==> src/rtl/qptr_pkg.sv <==
package qptr_pkg;
    typedef enum logic [2:0] {
        RA_PROD    = 3'd0,
        RA_CONS    = 3'd1,
        RA_SIZE    = 3'd2,
        RA_BASE_LO = 3'd3,
        RA_BASE_HI = 3'd4
    } qreg_addr_e;

    typedef enum logic [6:0] {
        QERR_NONE    = 7'd0,
        QERR_ILLEGAL = 7'd1,
        QERR_ABORT   = 7'd2,
        QERR_SYNC    = 7'd3
    } qerr_e;

    localparam int ERR_LSB     = 24;
    localparam int ERR_W       = 7;
    localparam int ALIGN_BITS  = 6;
endpackage

==> src/rtl/qptr_masks.sv <==
module qptr_masks #(
    parameter int PW = 20,
    parameter int LW = 5
) (
    input  logic [LW-1:0] log2,
    output logic [PW-1:0] idx_mask,
    output logic [PW-1:0] wrap_bit,
    output logic [PW-1:0] wi_mask
);
    for (genvar g = 0; g < PW; g++) begin : g_bit
        assign idx_mask[g] = (LW'(g) < log2);
        assign wrap_bit[g] = (LW'(g) == log2);
    end
    assign wi_mask = idx_mask | wrap_bit;
endmodule

==> src/rtl/qptr_cmp.sv <==
module qptr_cmp #(
    parameter int PW = 20
) (
    input  logic [PW-1:0] prod,
    input  logic [PW-1:0] cons,
    input  logic [PW-1:0] wi_mask,
    input  logic [PW-1:0] wrap_bit,
    output logic          full,
    output logic          empty
);
    logic [PW-1:0] diff;
    assign diff  = (prod ^ cons) & wi_mask;
    assign full  = (diff == wrap_bit);
    assign empty = (diff == '0);
endmodule

==> src/rtl/qptr_addr.sv <==
module qptr_addr #(
    parameter int PW          = 20,
    parameter int ADDR_W      = 48,
    parameter int ENTRY_SHIFT = 4,
    parameter int ALIGN       = 6
) (
    input  logic [ADDR_W-1:0] base,
    input  logic [PW-1:0]     ptr,
    input  logic [PW-1:0]     idx_mask,
    output logic [ADDR_W-1:0] addr
);
    localparam logic [ADDR_W-1:0] LOW_MASK = ADDR_W'((64'd1 << ALIGN) - 64'd1);
    logic [ADDR_W-1:0] base_al;
    logic [ADDR_W-1:0] offset;
    assign base_al = base & ~LOW_MASK;
    assign offset  = ADDR_W'(ptr & idx_mask) << ENTRY_SHIFT;
    assign addr    = base_al + offset;
endmodule

==> src/rtl/qptr_unit.sv <==
module qptr_unit #(
    parameter int MAX_LOG2    = 19,
    parameter int ADDR_W      = 48,
    parameter int ENTRY_BYTES = 16
) (
    input  logic              clk,
    input  logic              rst_n,
    input  logic              q_enable,
    input  logic              reg_wr,
    input  logic [2:0]        reg_addr,
    input  logic [31:0]       reg_wdata,
    output logic [31:0]       reg_rdata,
    input  logic              err_wr,
    input  logic [6:0]        err_code,
    input  logic              prod_adv,
    input  logic              cons_adv,
    output logic              full,
    output logic              empty,
    output logic [ADDR_W-1:0] prod_addr,
    output logic [ADDR_W-1:0] cons_addr,
    output logic              misuse
);
    import qptr_pkg::*;

    localparam int PW          = MAX_LOG2 + 1;
    localparam int LW          = $clog2(MAX_LOG2 + 1);
    localparam int ENTRY_SHIFT = $clog2(ENTRY_BYTES);
    localparam int BHI_W       = ADDR_W - 32;

    typedef struct packed {
        logic [PW-1:0]     prod;
        logic [PW-1:0]     cons;
        logic [ERR_W-1:0]  err;
        logic [LW-1:0]     log2;
        logic [ADDR_W-1:0] base;
        logic              misuse;
    } state_t;

    state_t q, d;

    logic [PW-1:0] idx_mask, wrap_bit, wi_mask;
    logic prod_wr, cons_wr, size_wr, blo_wr, bhi_wr;

    qptr_masks #(.PW(PW), .LW(LW)) u_masks (
        .log2(q.log2), .idx_mask(idx_mask), .wrap_bit(wrap_bit), .wi_mask(wi_mask)
    );

    qptr_cmp #(.PW(PW)) u_cmp (
        .prod(q.prod), .cons(q.cons), .wi_mask(wi_mask), .wrap_bit(wrap_bit),
        .full(full), .empty(empty)
    );

    qptr_addr #(.PW(PW), .ADDR_W(ADDR_W), .ENTRY_SHIFT(ENTRY_SHIFT), .ALIGN(ALIGN_BITS)) u_paddr (
        .base(q.base), .ptr(q.prod), .idx_mask(idx_mask), .addr(prod_addr)
    );

    qptr_addr #(.PW(PW), .ADDR_W(ADDR_W), .ENTRY_SHIFT(ENTRY_SHIFT), .ALIGN(ALIGN_BITS)) u_caddr (
        .base(q.base), .ptr(q.cons), .idx_mask(idx_mask), .addr(cons_addr)
    );

    assign prod_wr = reg_wr && (reg_addr == RA_PROD);
    assign cons_wr = reg_wr && (reg_addr == RA_CONS);
    assign size_wr = reg_wr && (reg_addr == RA_SIZE);
    assign blo_wr  = reg_wr && (reg_addr == RA_BASE_LO);
    assign bhi_wr  = reg_wr && (reg_addr == RA_BASE_HI);

    always_comb begin
        d = q;
        // producer: software write wins over the strobe
        if (prod_wr) begin
            d.prod = reg_wdata[PW-1:0] & wi_mask;
        end else if (prod_adv) begin
            if (full) d.misuse = 1'b1;
            else      d.prod   = (q.prod + PW'(1)) & wi_mask;
        end
        // consumer: increment confined to index and wrap bits
        if (cons_wr) begin
            d.cons = reg_wdata[PW-1:0] & wi_mask;
            d.err  = reg_wdata[ERR_LSB +: ERR_W];
        end else begin
            if (err_wr) d.err = err_code;
            if (cons_adv) begin
                if (empty) d.misuse = 1'b1;
                else       d.cons   = (q.cons & ~wi_mask) | ((q.cons + PW'(1)) & wi_mask);
            end
        end
        if (size_wr && !q_enable) begin
            d.log2 = (reg_wdata > 32'(MAX_LOG2)) ? LW'(MAX_LOG2) : reg_wdata[LW-1:0];
        end
        if (blo_wr) d.base[31:0]       = reg_wdata;
        if (bhi_wr) d.base[ADDR_W-1:32] = reg_wdata[BHI_W-1:0];
    end

    always_ff @(posedge clk or negedge rst_n) begin
        if (!rst_n) q <= '0;
        else        q <= d;
    end

    always_comb begin
        case (reg_addr)
            RA_PROD:    reg_rdata = 32'(q.prod);
            RA_CONS:    reg_rdata = 32'(q.cons) | (32'(q.err) << ERR_LSB);
            RA_SIZE:    reg_rdata = 32'(q.log2);
            RA_BASE_LO: reg_rdata = q.base[31:0];
            RA_BASE_HI: reg_rdata = 32'(q.base[ADDR_W-1:32]);
            default:    reg_rdata = '0;
        endcase
    end

    assign misuse = q.misuse;

    // the two flags exclude each other
    a_r2_not_both: assert property (@(posedge clk) disable iff (!rst_n)
        !(full && empty));

    // a producer strobe on a full ring is dropped and flagged
    a_r5_prod_drop: assert property (@(posedge clk) disable iff (!rst_n)
        (full && prod_adv && !prod_wr) |=> ($stable(q.prod) && misuse));

    // a consumer strobe on an empty ring is dropped and flagged
    a_r5_cons_drop: assert property (@(posedge clk) disable iff (!rst_n)
        (empty && cons_adv && !cons_wr) |=> ($stable(q.cons) && misuse));

    // misuse is sticky
    a_r5_sticky: assert property (@(posedge clk) disable iff (!rst_n)
        misuse |=> misuse);

    // consumer advance keeps the error code
    a_r4_err_keep: assert property (@(posedge clk) disable iff (!rst_n)
        (cons_adv && !err_wr && !cons_wr) |=> $stable(q.err));

    // error load keeps the consumer pointer
    a_r8_ptr_keep: assert property (@(posedge clk) disable iff (!rst_n)
        (err_wr && !cons_adv && !cons_wr) |=> $stable(q.cons));

    // size frozen while the queue is enabled
    a_r7_size_lock: assert property (@(posedge clk) disable iff (!rst_n)
        q_enable |=> $stable(q.log2));

    // entry addresses aligned to the entry size
    a_r6_align: assert property (@(posedge clk) disable iff (!rst_n)
        ((prod_addr % ADDR_W'(ENTRY_BYTES)) == '0) && ((cons_addr % ADDR_W'(ENTRY_BYTES)) == '0));
endmodule

==> config.mk <==
export PLATFORM = sky130hd
export DESIGN_NAME = qptr_unit
export DESIGN_NICKNAME = d
export VERILOG_FILES = /design/src/rtl/qptr_pkg.sv /design/src/rtl/qptr_masks.sv /design/src/rtl/qptr_cmp.sv /design/src/rtl/qptr_addr.sv /design/src/rtl/qptr_unit.sv
export SDC_FILE = /design/constraint.sdc
export NUM_CORES = 1
export LEC_CHECK = 0
export ABC_AREA = 1
export BUFFER_PORTS_ARGS = -buffer_cell sky130_fd_sc_hd__buf_2
export CORE_MARGIN = 3
export CORE_UTILIZATION = 35
export DETAILED_ROUTE_END_ITERATION = 8
export SETUP_SLACK_MARGIN = 0.5
export SLEW_MARGIN = 20
export SYNTH_ARGS = -nofsm -noshare
export SYNTH_HDL_FRONTEND = slang
export SYNTH_SLANG_ARGS = --single-unit
==> constraint.sdc <==
create_clock -name clk -period 3.8 [get_ports clk]
set_input_delay 0.57 -clock clk [delete_from_list [all_inputs] [get_ports clk]]
set_output_delay 0.57 -clock clk [all_outputs]
set_load 0.01 [all_outputs]
* After elaboration in Yosys (flattened, before gate mapping) *
Index checks and enable logic that the tools add are counted.

storage, ports and cells
  latch bits = 0
  bits in registers = 101
  output and inout bits = 131
  memories kept = 0
  memory bits (read-only) = 0
  input port bits = 49
  bits in writable memories = 0
  word-level logic and storage cells = 100

cells by class
  add/sub/neg operators = 4
  shifts and indexed selects = 0
  div/mod/pow operators = 0
  $mul = 0
  bitwise gates (word level) = 12
  magnitude comparators = 21
  eq/ne operators = 26
  reduce and logical (&&, ||, !) cells = 15
  multiplexer cells = 15

operators by type and width
  cell                                                             count
  case mux 32 bit (5 select lines)                                 1
  AND 20 bit                                                       7
  2-to-1 mux 20 bit                                                5
  adder 48 x 24 -> 48 bit                                          2
  adder 20 x 1 -> 20 bit (second input constant)                   2
  equality test 4 x 5 -> 1 bit (first input constant)              8
  < comparator 4 x 5 -> 1 bit (first input constant)               8
  bitwise OR 20 bit                                                2
  greater-than comparator 32 x 5 -> 1 bit (second input constant)  1
  bitwise OR 20 x 31 -> 31 bit                                     1
  2-to-1 mux 27 bit                                                1
  equality test 20 bit                                             1
  equality test 3 x 5 -> 1 bit (first input constant)              4
  equality test 5 bit (first input constant)                       4
  logical NOT 20 bit                                               1
  < comparator 3 x 5 -> 1 bit (first input constant)               4
  < comparator 5 bit (first input constant)                        4
  NOT 20 bit                                                       1
  XOR 20 bit                                                       1
  equality test 2 x 5 -> 1 bit (first input constant)              2
  < comparator 1 x 5 -> 1 bit (first input constant)               2
  < comparator 2 x 5 -> 1 bit (first input constant)               2
  2-to-1 mux 7 bit                                                 1
  equality test 3 x 2 -> 1 bit (second input constant)             2
  other kinds (12)                                                 26

* Depth between registers and ports, before layout *
Gate-level depths: netlist (run 1).

  depth after elaboration = 10
  mapped depth = 19
  mapped depth without buffers = 18

* Modules after synthesis *
From an unflattened synthesis (run 1), not the netlist that was laid out.

unflattened totals
  cells, all modules = 2197
  area total of the unflattened synthesis = 12458.2 sq um

modules (own cells, without submodules)
  module               times used  area each (sq um)  sequential area each (sq um)  cells each
  qptr_unit            1           5952.0             2527.4                        846
  qptr_addr (u_caddr)  1           2621.3             0.0                           540
  qptr_addr (u_paddr)  1           2573.7             0.0                           527
  qptr_cmp             1           874.6              0.0                           195
  qptr_masks           1           436.7              0.0                           89

* Worst setup path after synthesis (run 1) *
OpenSTA, ideal clock, no wires.

  path type = register to output
  start point = reg q[51] (netlist bit)
  end point = out prod_addr[26]
  arrival time = 2867 ps
  stages on the path, launching flop included = 15
  path buffers = 1
  required time = 3230 ps
  path slack = 363 ps
  cell sequence = dfrtp_1 buf_2 inv_2 nand3_1 nand2_1 inv_1 ha_1 inv_1 fa_1 o21ai_0 a21boi_2 o21ai_0 nand2_1 a21oi_1 xor2_1

on the way
  cells in the longest elaborated chain, start to end = 3
  elaborated cells between the ends (all ways) = 22
  those cells by class = add/sub: 1; order compare: 20; bitwise: 1

RTL lines
  item                                                       line              source
  start: declaration                                         qptr_unit.sv:39   state_t q, d;
  start signal: assignment                                   qptr_unit.sv:95   if (!rst_n) q <= '0;
  start signal: assignment                                   qptr_unit.sv:96   else q <= d;
  < comparator 1 x 5 -> 1 bit, or another cell as far along  qptr_masks.sv:11  assign idx_mask[g] = (LW'(g) < log2);
  AND 20 bit (*)                                             qptr_addr.sv:16   assign offset = ADDR_W'(ptr & idx_mask) << ENTRY_SHIFT;
  adder 48 x 24 -> 48 bit (*)                                qptr_addr.sv:17   assign addr = base_al + offset;
  end: declaration                                           qptr_unit.sv:19   output logic [ADDR_W-1:0] prod_addr,

Every way passes the cells marked *; elsewhere a longest branch is shown, timed or not.

* Worst setup path in the final report (run 1) *
  start point = reg q[50] (netlist bit)
  end point = out cons_addr[45]

on the way
  cells in the longest elaborated chain, start to end = 3
  elaborated cells between the ends (all ways) = 22
  those cells by class = add/sub: 1; order compare: 20; bitwise: 1

RTL lines
  item                                                       line              source
  < comparator 1 x 5 -> 1 bit, or another cell as far along  qptr_masks.sv:11
  AND 20 bit (*)                                             qptr_addr.sv:16
  adder 48 x 24 -> 48 bit (*)                                qptr_addr.sv:17
  end: declaration                                           qptr_unit.sv:20   output logic [ADDR_W-1:0] cons_addr,

Marked as above.

==> results of run 1 <==
[final cells by class]
class	count	area, um2	area share
Antenna cell	1	2.50	0.000149
Timing Repair Buffer	429	3020	0.180
Inverter	246	957	0.0570
Sequential cell	101	2530	0.151
Clock inverter	6	63.8	0.00380
Clock buffer	10	229	0.0136
Multi-Input combinational cell	1423	9480	0.565
Tap cell	396	495	0.0295
[layer usage]
metal	global-route usage	vias to the layer above	routed length, um
met5	0	-	13
met4	0.175	2	3930
met3	0.0576	194	5030
met2	0.614	752	30100
met1	0.446	7130	24100
li1	-	6721	-
[power breakdown]
group          internal (mW)  switching, mW
sequential              1.29          0.408
clock                  0.467          0.519
combinational           2.39           3.42
[worst max-delay path: cells and delay by family, from the launching register on]
family | cells | cell delay [ns]
compound gates | 3 | 0.49
simple gates | 6 | 0.64
xor+xnor | 1 | 0.16
buf+inv | 7 | 0.75
fa+ha+maj | 1 | 0.28
flops | 1 | 0.40
[cell usage in the layout, fill, tap and decap left out, types with 10 or more instances in the layout]
master      n
a21oi_1    29
a21oi_2    20
a21oi_4    18
a221oi_1   13
buf_2     165
buf_4     210
buf_6      52
dfrtp_1    98
ha_4       30
inv_1     212
inv_2      22
nand2_1   396
nand2_2    61
nand2_4    52
nand3_1   157
nand3_2    13
nand4_1    41
nor2_1    124
nor2_2     30
nor2_4     50
nor3_1     30
nor4_1     10
o21ai_0   115
o21ai_1    12
o21ai_2    11
o221ai_1   11
xor2_1     70
xor2_2     16
[through the flow]
stage / cells / util / area (um2) / TNS, ns / power [mW]
after floorplan: 1848 / - / 11100 / 0 / 3.80
after global placement: 2475 / 0.425 / 13100 / -0.0622 / 5.74
after detailed placement: 2475 / 0.425 / 13100 / -0.136 / 5.73
after CTS: 2566 / 0.492 / 15200 / 0 / 7.53
after global routing: 2611 / 0.544 / 16800 / -0.0953 / 8.95
final: 2612 / 0.544 / 16800 / 0 / 8.48
[worst max-delay path by stage]
stage,startpoint,to,slack [ns],cells past startpoint
final,q[50]$_DFFE_PN0P_,cons_addr[45],0.13,18
after global placement,q[52]$_DFFE_PN0P_,prod_addr[40],-0.06,17
after floorplan,q[51]$_DFFE_PN0P_,cons_addr[26],0.50,16
after detailed placement,q[51]$_DFFE_PN0P_,cons_addr[36],-0.07,18
after global routing,q[51]$_DFFE_PN0P_,cons_addr[44],-0.07,19
after CTS,q[53]$_DFFE_PN0P_,cons_addr[33],0.14,19
[Yosys cell counts, drive strengths merged (2+ instances only)]
| cell type | count |
|---|---|
| nand2 | 511 |
| inv | 245 |
| nor2 | 204 |
| nand3 | 179 |
| o21ai | 145 |
| dfrtp | 101 |
| xor2 | 87 |
| a21oi | 67 |
| clkbuf | 53 |
| nand4 | 41 |
| ha | 38 |
| nor3 | 38 |
| buf | 25 |
| a221oi | 13 |
| nor4 | 12 |
| xnor2 | 12 |
| o221ai | 11 |
| o22ai | 9 |
| a22oi | 6 |
| a21o | 5 |
| o211ai | 5 |
| a31oi | 4 |
| o31ai | 4 |
| nand3b | 3 |
| or2 | 3 |
| a211oi | 2 |
| a21boi | 2 |
| and3 | 2 |
| fa | 2 |
| mux2 | 2 |
| nor3b | 2 |
| o2111ai | 2 |
| o21a | 2 |
[what timing repair did]
| item | CTS | global route |
|---|---|---|
| setup buffers | 75 | 45 |
| pin swaps | 95 | 134 |
| setup endpoints to repair | 79 | 77 |
| gates resized for setup | 323 | 287 |
| hold endpoints to repair | 0 | 0 |
[kinds of logic after synthesis]
group	count (synthesis)
simple gates	995
buf+inv	324
compound gates	279
flops	101
xor+xnor	99
fa+ha+maj	40
mux	2
other cells	1
==> flow_metrics.py, run 1 <==
metrics = {
    "synth": {
        "synth_fa_ha_area_frac": 0.0467,
        "synth_simple_gate_area_share": 0.384,
        "synth_compound_area_frac": 0.144,
        "synth_cells": 1841,
        "syn_avg_cell_area_um2": 5.99,
        "synth_xor_area_frac": 0.0786,
        "synth.top_cell.area_share": 0.229,
        "synth_ff_type": "dfrtp_1",
        "synth_mux_area_frac": 0.00204,
        "async_flop_share": 1.00,
        "yosys.cell_types.count": 48,
        "syn_area_mm2": 0.0110,
        "yosys.area.top_type": "dfrtp_1",
        "synth_area_leaders": "dfrtp_1, nand2_1, inv_1",
        "ys_seq_elements": 101,
        "ys_warn_count": 0,
        "synth_top_family_by_area": "simple AND/OR/NAND/NOR gates",
        "ys_seq_area_frac": 0.229,
        "synth_edf_count": 0,
    },
    "global_routing": {
        "grt_pass1_vias": 14152,
        "grt_usage": 0.361,
        "antenna_found_initial": 1,
        "grt_max_degree": 53,
        "grt_overflow": 0,
        "grt_first_pass_wirelength_um": 90500,
    },
    "setup_path": {
        "crit_path_top_delay_cell": "dfrtp_1",
        "reg2reg_setup_slack_ns": 0.68,
        "critPathKind": "reg -> out",
        "rr_worst_depth": 16,
        "cp-end-kind": "primary output",
        "crit_path_start_kind": "flop",
        "reg2reg_to": "q[93]$_DFFE_PN0P_",
        "r2r_start": "q[52]$_DFFE_PN0P_",
        "critical_path.max_stage_delay_ns": 0.40,
        "cp_max_fo": 4,
        "required_ns": 3.23,
        "path_common_cell": "buf_6",
        "crit_path_cell_trace": "buf_6, nor2_4, buf_6, buf_6, o21ai_4, nand2_1, inv_2, ha_4, buf_6, nand2_4, inv_2, nand2_2, nand3_2, a21oi_2, o211ai_1, nand2_1, xor2_1, buf_2",
        "arrival_ns": 3.10,
    },
    "clocking": {
        "ctsHtreeMaxLevel": 3,
        "cts_buffer_depth": 2,
        "cts_tree": "done",
        "cts.sinks": 101,
        "cts_buffers": 9,
        "clkLatencyLatePin_ns": 0.38,
        "root_buffer": "clkbuf_16",
        "clk_pin_slew_ns": 0.09,
        "ctsHoldBuffers": 0,
    },
    "power_and_ir_drop": {
        "max-vdd-ir-drop_mv": 0.289,
        "powerDensity_mw_per_mm2": 506,
        "leakage_nw": 8.36,
    },
    "outcome": {
        "status": "completed",
    },
    "floorplanning": {
        "dieArea_mm2": 0.0337,
        "core_area_mm2": 0.0308,
        "pin_count": 180,
        "start_util": 0.358,
        "std_cell_rows": 64,
        "die_height_um": 184,
        "die_w_um": 184,
    },
    "job": {
        "maxCapViolCount": 0,
    },
    "sta": {
        "finalCritPeriodShare": 0.966,
        "slew_viol_final": 0,
        "fin_ws_ns": 0.131,
        "finalHoldViolations": 0,
        "setup_viol": 0,
        "fmax_mhz": 273,
        "maxSlewHeadroom": 0.421,
        "fin_skew_ns": 0.0166,
        "min_period_ns": 3.67,
        "rsz0062_at_grt": "true",
        "worstMarginPinSlew_ns": 0.861,
        "hold_slack_ns": 0.231,
    },
    "route": {
        "via_count": 14799,
        "drt_iter0_markers": 1449,
        "drtPass1Iterations": 5,
        "ant_nets": 0,
        "via_per_inst": 5.67,
        "drc": 0,
        "drt-total-wl_um": 63200,
        "wl_per_cell_um": 24.2,
    },
    "finish": {
        "drive_gt1_frac": 0.375,
        "nFillCells": 3092,
        "syn2layout_area_growth_pct": 52.1,
        "fin_nets": 2299,
    },
    "place": {
        "place_hpwl_um": 49700,
        "place_congestion": 1.02,
        "port_buffers": 171,
        "place_ws_ns": -0.0705,
    },
    "hold_path": {
        "hold_path_class": "in -> async",
    },
}
Power figures use the tool's default switching activity.
==> run 2, diff against run 1 <==
Settings changed: RECOVER_POWER set to 25.
==> run 2 against run 1 <==
  * The flow now finishes with violations (max-capacitance violations, max-slew violations)
  * Hold slack improved by 0.20 ns
  * Combinational power barely moved
  * Clock skew fell by 0.0015 ns
  * Global-route usage did not move
  * Setup slack barely moved
  * Critical path depth rose by 1
  * Via count barely moved
  * First-iteration DRC count fell by 2.7%
  * Clock power barely moved
  * Sequential cell count did not move
  * Die area did not move
  * Largest power group unchanged
  * Highest routed layer unchanged
==> flow_metrics.py, run 2 (synthesis gave the netlist of run 1 again) <==
metrics = {
    "route": {
        "via_count": 14797,
        "wl_met1_um": 24300,
        "via_per_inst": 5.67,
        "ant_nets": 0,
        "wl_per_cell_um": 24.2,
        "dr_wl_met2_um": 30000,
        "drt_iter0_markers": 1410,
        "drc": 0,
        "drtPass1Iterations": 6,
        "routed-wl-met3_um": 4940,
        "drt-total-wl_um": 63200,
        "top_layer_used": "met5",
    },
    "global_routing": {
        "grt_pass1_vias": 14152,
        "grt_max_degree": 53,
        "grt_first_pass_wirelength_um": 90500,
        "antenna_found_initial": 1,
        "grt_usage": 0.361,
        "grt_overflow": 0,
    },
    "floorplanning": {
        "start_util": 0.358,
        "dieArea_mm2": 0.0337,
        "pin_count": 180,
        "std_cell_rows": 64,
        "core_area_mm2": 0.0308,
        "die_w_um": 184,
        "die_height_um": 184,
    },
    "sta": {
        "slew_viol_final": 46,
        "rsz0062_at_grt": "true",
        "finalCritPeriodShare": 0.966,
        "fin_skew_ns": 0.0151,
        "fmax_mhz": 273,
        "finalHoldViolations": 0,
        "min_period_ns": 3.67,
        "worstMarginPinSlew_ns": 3.08,
        "maxSlewHeadroom": -1.05,
        "setup_viol": 0,
        "fin_ws_ns": 0.130,
    },
    "finish": {
        "diodes": 0,
        "instances_no_fill": 2611,
        "drive_gt1_frac": 0.374,
        "nFillCells": 3094,
        "final_cell_mix": "nand2_1, inv_1, buf_4",
        "fin_nets": 2299,
        "syn2layout_area_growth_pct": 52.0,
        "layout_commonest_cell": "nand2_1",
    },
    "clocking": {
        "cts_buffers": 9,
        "clkLatencyLatePin_ns": 0.38,
        "cts_tree": "done",
        "ctsHtreeMaxLevel": 3,
        "ctsHoldBuffers": 0,
        "cts.sinks": 101,
        "root_buffer": "clkbuf_16",
        "clk_pin_slew_ns": 0.09,
        "cts_buffer_depth": 2,
    },
    "outcome": {
        "status": "complete, but fails checks",
        "violations": "max-capacitance violations, max-slew violations",
    },
    "setup_path": {
        "crit_path_start_kind": "flop",
        "cp-end-kind": "primary output",
        "crit_path_top_delay_cell": "dfrtp_2",
        "crit_path_cell_trace": "nor2_4, buf_6, o21ai_4, inv_4, nor2_4, buf_6, ha_4, nand3_2, nand2_2, buf_6, nand2_2, nand2_2, nand2_2, nand2_4, nand3_4, o21ai_4, nand2_2, xor2_2, buf_2",
        "critical_path.max_stage_delay_ns": 0.50,
        "path_common_cell": "nand2_2",
        "required_ns": 3.23,
        "critPathKind": "reg -> out",
        "cp_max_fo": 6,
        "arrival_ns": 3.10,
    },
    "place": {
        "dpl.cell_count": 2475,
        "place_hpwl_um": 49700,
        "place_ws_ns": -0.0705,
        "port_buffers": 171,
        "place_congestion": 1.02,
    },
    "power_and_ir_drop": {
        "leakage_nw": 8.35,
        "powerDensity_mw_per_mm2": 507,
        "max-vdd-ir-drop_mv": 0.289,
    },
    "hold_path": {
        "hold_path_class": "in -> reg",
    },
    "job": {
        "maxCapViolCount": 1,
    },
}
run 2: critical path, delay by kind of cell (launching register included):
| kind | cells | cell delay [ns] |
|---|---|---|
| AND/OR/NAND/NOR | 10 | 0.89 |
| buffers and inverters | 5 | 0.64 |
| flip-flops | 1 | 0.50 |
| adder cells (fa/ha/maj) | 1 | 0.30 |
| XOR/XNOR | 1 | 0.21 |
| AO/OA/AOI/OAI | 2 | 0.18 |
run 2: path summary, 6_finish.rpt:
check / startpoint / end / slack [ns] / cells past startpoint
worst max-delay path: q[52]$_DFFE_PN0P_ / prod_addr[37] / 0.13 / 19
worst min-delay path: err_code[3] / q[57]$_DFFE_PN0P_ / 0.43 / 3
worst max register to register: q[52]$_DFFE_PN0P_ / q[88]$_DFFE_PN0P_ / 0.69 / 16
worst min register to register: q[48]$_DFFE_PN0P_ / q[48]$_DFFE_PN0P_ / 0.49 / 2
max in group asynchronous: rst_n / q[52]$_DFFE_PN0P_ / 0.51 / 2
min in group asynchronous: rst_n / q[92]$_DFFE_PN0P_ / 1.18 / 1
run 2: what timing repair did:
action | CTS | global route
setup endpoints to repair | 79 | 77
gates resized for setup | 323 | 287
buffers inserted | 75 | 45
pin swaps | 95 | 134
run 2: through the flow:
| stage | instance area (um2) | hold slack [ns] | setup TNS, ns | power, mW | utilization |
|---|---|---|---|---|---|
| 2_1_floorplan | 11100 | 0.274 | 0 | 3.80 | - |
| 3_3_place_gp | 13100 | 0.466 | -0.0622 | 5.74 | 0.425 |
| 3_5_place_dp | 13100 | 0.475 | -0.136 | 5.73 | 0.425 |
| 4_1_cts | 15200 | 0.245 | 0 | 7.53 | 0.492 |
| 5_1_grt | 16800 | 0.451 | -0.0953 | 8.95 | 0.544 |
| 6_report | 16800 | 0.434 | 0 | 8.49 | 0.544 |
run 2: cell type report:
| class | count | area (um2) | area share |
|---|---|---|---|
| Multi-Input combinational cell | 1423 | 9480 | 0.565 |
| Timing Repair Buffer | 429 | 3010 | 0.180 |
| Sequential cell | 101 | 2530 | 0.151 |
| Inverter | 246 | 957 | 0.0571 |
| Tap cell | 396 | 495 | 0.0296 |
| Clock buffer | 10 | 229 | 0.0137 |
| Clock inverter | 6 | 63.8 | 0.00381 |
run 2: metal layers:
layer | track usage | vias to the layer above
met3 | 0.0576 | 206
li1 | - | 6726
met5 | 0 | -
met2 | 0.614 | 759
met4 | 0.175 | 2
met1 | 0.446 | 7104
run 2: where the power goes:
part,switching (mW),internal (mW)
clock,0.522,0.467
combinational,3.42,2.39
sequential,0.407,1.29
total,4.35,4.14
==> run 3, diff against run 2 <==
Settings changed: CTS_BUF_LIST set to sky130_fd_sc_hd__clkbuf_4 sky130_fd_sc_hd__clkbuf_8.
==> run 3 against run 2 <==
  * The run still ends with max-capacitance violations, max-slew violations left
  * Sequential cell count unchanged
  * Wire length up 0.36%
  * Via count unchanged
  * Critical path type unchanged
==> flow_metrics.py, run 3 (synthesis gave the netlist of run 1 again) <==
metrics = {
    "setup_path": {
        "reg2reg_to": "q[93]$_DFFE_PN0P_",
        "rr_worst_depth": 17,
        "r2r_start": "q[49]$_DFFE_PN0P_",
        "cp_max_fo": 9,
        "crit_end": "prod_addr[33]",
        "crit_path_start_kind": "flop",
        "reg2reg_setup_slack_ns": 0.59,
        "startpoint": "q[51]$_DFFE_PN0P_",
        "critPathKind": "reg -> out",
        "arrival_ns": 3.21,
        "required_ns": 3.23,
        "cp-end-kind": "primary output",
    },
    "power_and_ir_drop": {
        "finalPower_mw": 8.41,
        "max-vdd-ir-drop_mv": 0.253,
        "powerDensity_mw_per_mm2": 497,
        "leakage_nw": 8.34,
    },
    "sta": {
        "fin_skew_ns": 0.0239,
        "setup_viol": 0,
        "maxSlewHeadroom": -1.05,
        "slew_viol_final": 46,
        "fmax_mhz": 265,
        "min_period_ns": 3.78,
        "worstMarginPinSlew_ns": 3.07,
        "fin_ws_ns": 0.0230,
        "hold_slack_ns": 0.380,
        "finalCritPeriodShare": 0.994,
        "rsz0062_at_grt": "true",
        "finalHoldViolations": 0,
    },
    "place": {
        "place_ws_ns": -0.0705,
        "port_buffers": 171,
        "place_congestion": 1.02,
        "place_hpwl_um": 49700,
        "dpl-instance-area_mm2": 0.0131,
    },
    "clocking": {
        "clk_pin_slew_ns": 0.13,
        "clkLatencyLatePin_ns": 0.44,
        "root_buffer": "clkbuf_8",
        "cts_buffers": 9,
        "cts_buffer_depth": 2,
        "cts_tree": "done",
        "ctsHtreeMaxLevel": 3,
        "cts.sinks": 101,
    },
    "global_routing": {
        "grt_pass1_vias": 14159,
        "grt_first_pass_wirelength_um": 90500,
        "grt_overflow": 0,
        "antenna_found_initial": 1,
        "grt_usage": 0.362,
        "grt_max_degree": 53,
    },
    "floorplanning": {
        "core_area_mm2": 0.0308,
        "pin_count": 180,
        "start_util": 0.358,
        "die_w_um": 184,
        "die_height_um": 184,
        "std_cell_rows": 64,
        "dieArea_mm2": 0.0337,
    },
    "route": {
        "drt_iter0_markers": 1384,
        "drtPass1Iterations": 6,
        "wl_per_cell_um": 24.3,
        "via_count": 14797,
        "drc": 0,
        "ant_nets": 0,
        "via_per_inst": 5.67,
        "drt-total-wl_um": 63500,
    },
    "job": {
        "maxCapViolCount": 1,
    },
    "hold_path": {
        "hold_depth": 3,
        "hold_path_class": "in -> reg",
    },
    "outcome": {
        "violations": "max-capacitance violations, max-slew violations",
        "status": "complete, but fails checks",
    },
    "finish": {
        "post-route-util": 0.548,
        "syn2layout_area_growth_pct": 53.3,
        "final_cell_mix": "nand2_1, inv_1, buf_4",
        "layout_commonest_cell": "nand2_1",
        "drive_gt1_frac": 0.388,
        "design_area_mm2": 0.0169,
        "nFillCells": 3081,
        "fin_nets": 2298,
    },
}
## run 3: changes by cell type in the layout (fill, tap and decap cells not counted), sizes merged
cell   change
buf        -1
diode      +1
## run 3: final cells by class
type | instances | area, um2 | area share
timing repair buffer | 428 | 3080 | 0.182
clock inverter | 6 | 63.8 | 0.00377
tap | 396 | 495 | 0.0293
antenna | 1 | 2.50 | 0.000148
sequential | 101 | 2530 | 0.150
multi-input combinational | 1423 | 9640 | 0.570
clock buffer | 10 | 131 | 0.00777
inverter | 246 | 962 | 0.0569
## run 3: worst min path at each step
stage | slack (ns) | to | from
after floorplan | 0.27 | asynchronous set/reset pin | rst_n
after global placement | 0.47 | q[48]$_DFFE_PN0P_ | q[48]$_DFFE_PN0P_
after detailed placement | 0.48 | q[48]$_DFFE_PN0P_ | q[48]$_DFFE_PN0P_
after CTS | 0.18 | q[92]$_DFFE_PN0P_ | rst_n
after global routing | 0.39 | q[55]$_DFFE_PN0P_ | err_code[1]
final | 0.38 | q[57]$_DFFE_PN0P_ | err_code[3]
## run 3: critical path, cell delays in order (launching register included)
cell     delay (ns)
dfrtp_2        0.47
buf_4          0.16
inv_4          0.14
nand2_1        0.10
inv_2          0.15
nor2_2         0.06
buf_4          0.17
ha_1           0.29
nand3_2        0.06
nand2_2        0.11
buf_6          0.12
nand2_2        0.05
nand2_2        0.09
nand2_2        0.07
nand2_4        0.08
nand3_2        0.08
o21ai_4        0.11
buf_4          0.15
xor2_1         0.16
buf_2          0.16
## run 3: metrics by stage
stage	setup TNS, ns	cells
after detailed placement	-0.136	2475
after CTS	0	2566
after global routing	-0.513	2610
after floorplan	0	1848
after global placement	-0.0622	2475
final	0	2611
## run 3: timing repair
item                                    4_1_cts  5_1_grt
resized for setup                           323      341
cloned                                        0        0
hold endpoints to repair                      0        0
setup buffers                                75       44
endpoints found under the setup margin       80       78
hold buffers                                  0        0
pin swaps                                    94      157
## run 3: power by group
part	total (mW)	switching (mW)	internal (mW)	leakage, nW
clock	0.765	0.499	0.266	0.0975
combinational	5.95	3.47	2.48	6.99
sequential	1.70	0.409	1.29	1.25
## run 3: routing by layer
layer / track usage / share of wire / routed length, um / up-vias
met3: 0.0605 / 0.073 / 4640 / 191
met2: 0.613 / 0.48 / 30200 / 757
met4: 0.179 / 0.062 / 3910 / 2
li1: - / - / - / 6711
met5: 0 / 0.00020 / 13 / -
met1: 0.445 / 0.39 / 24700 / 7136
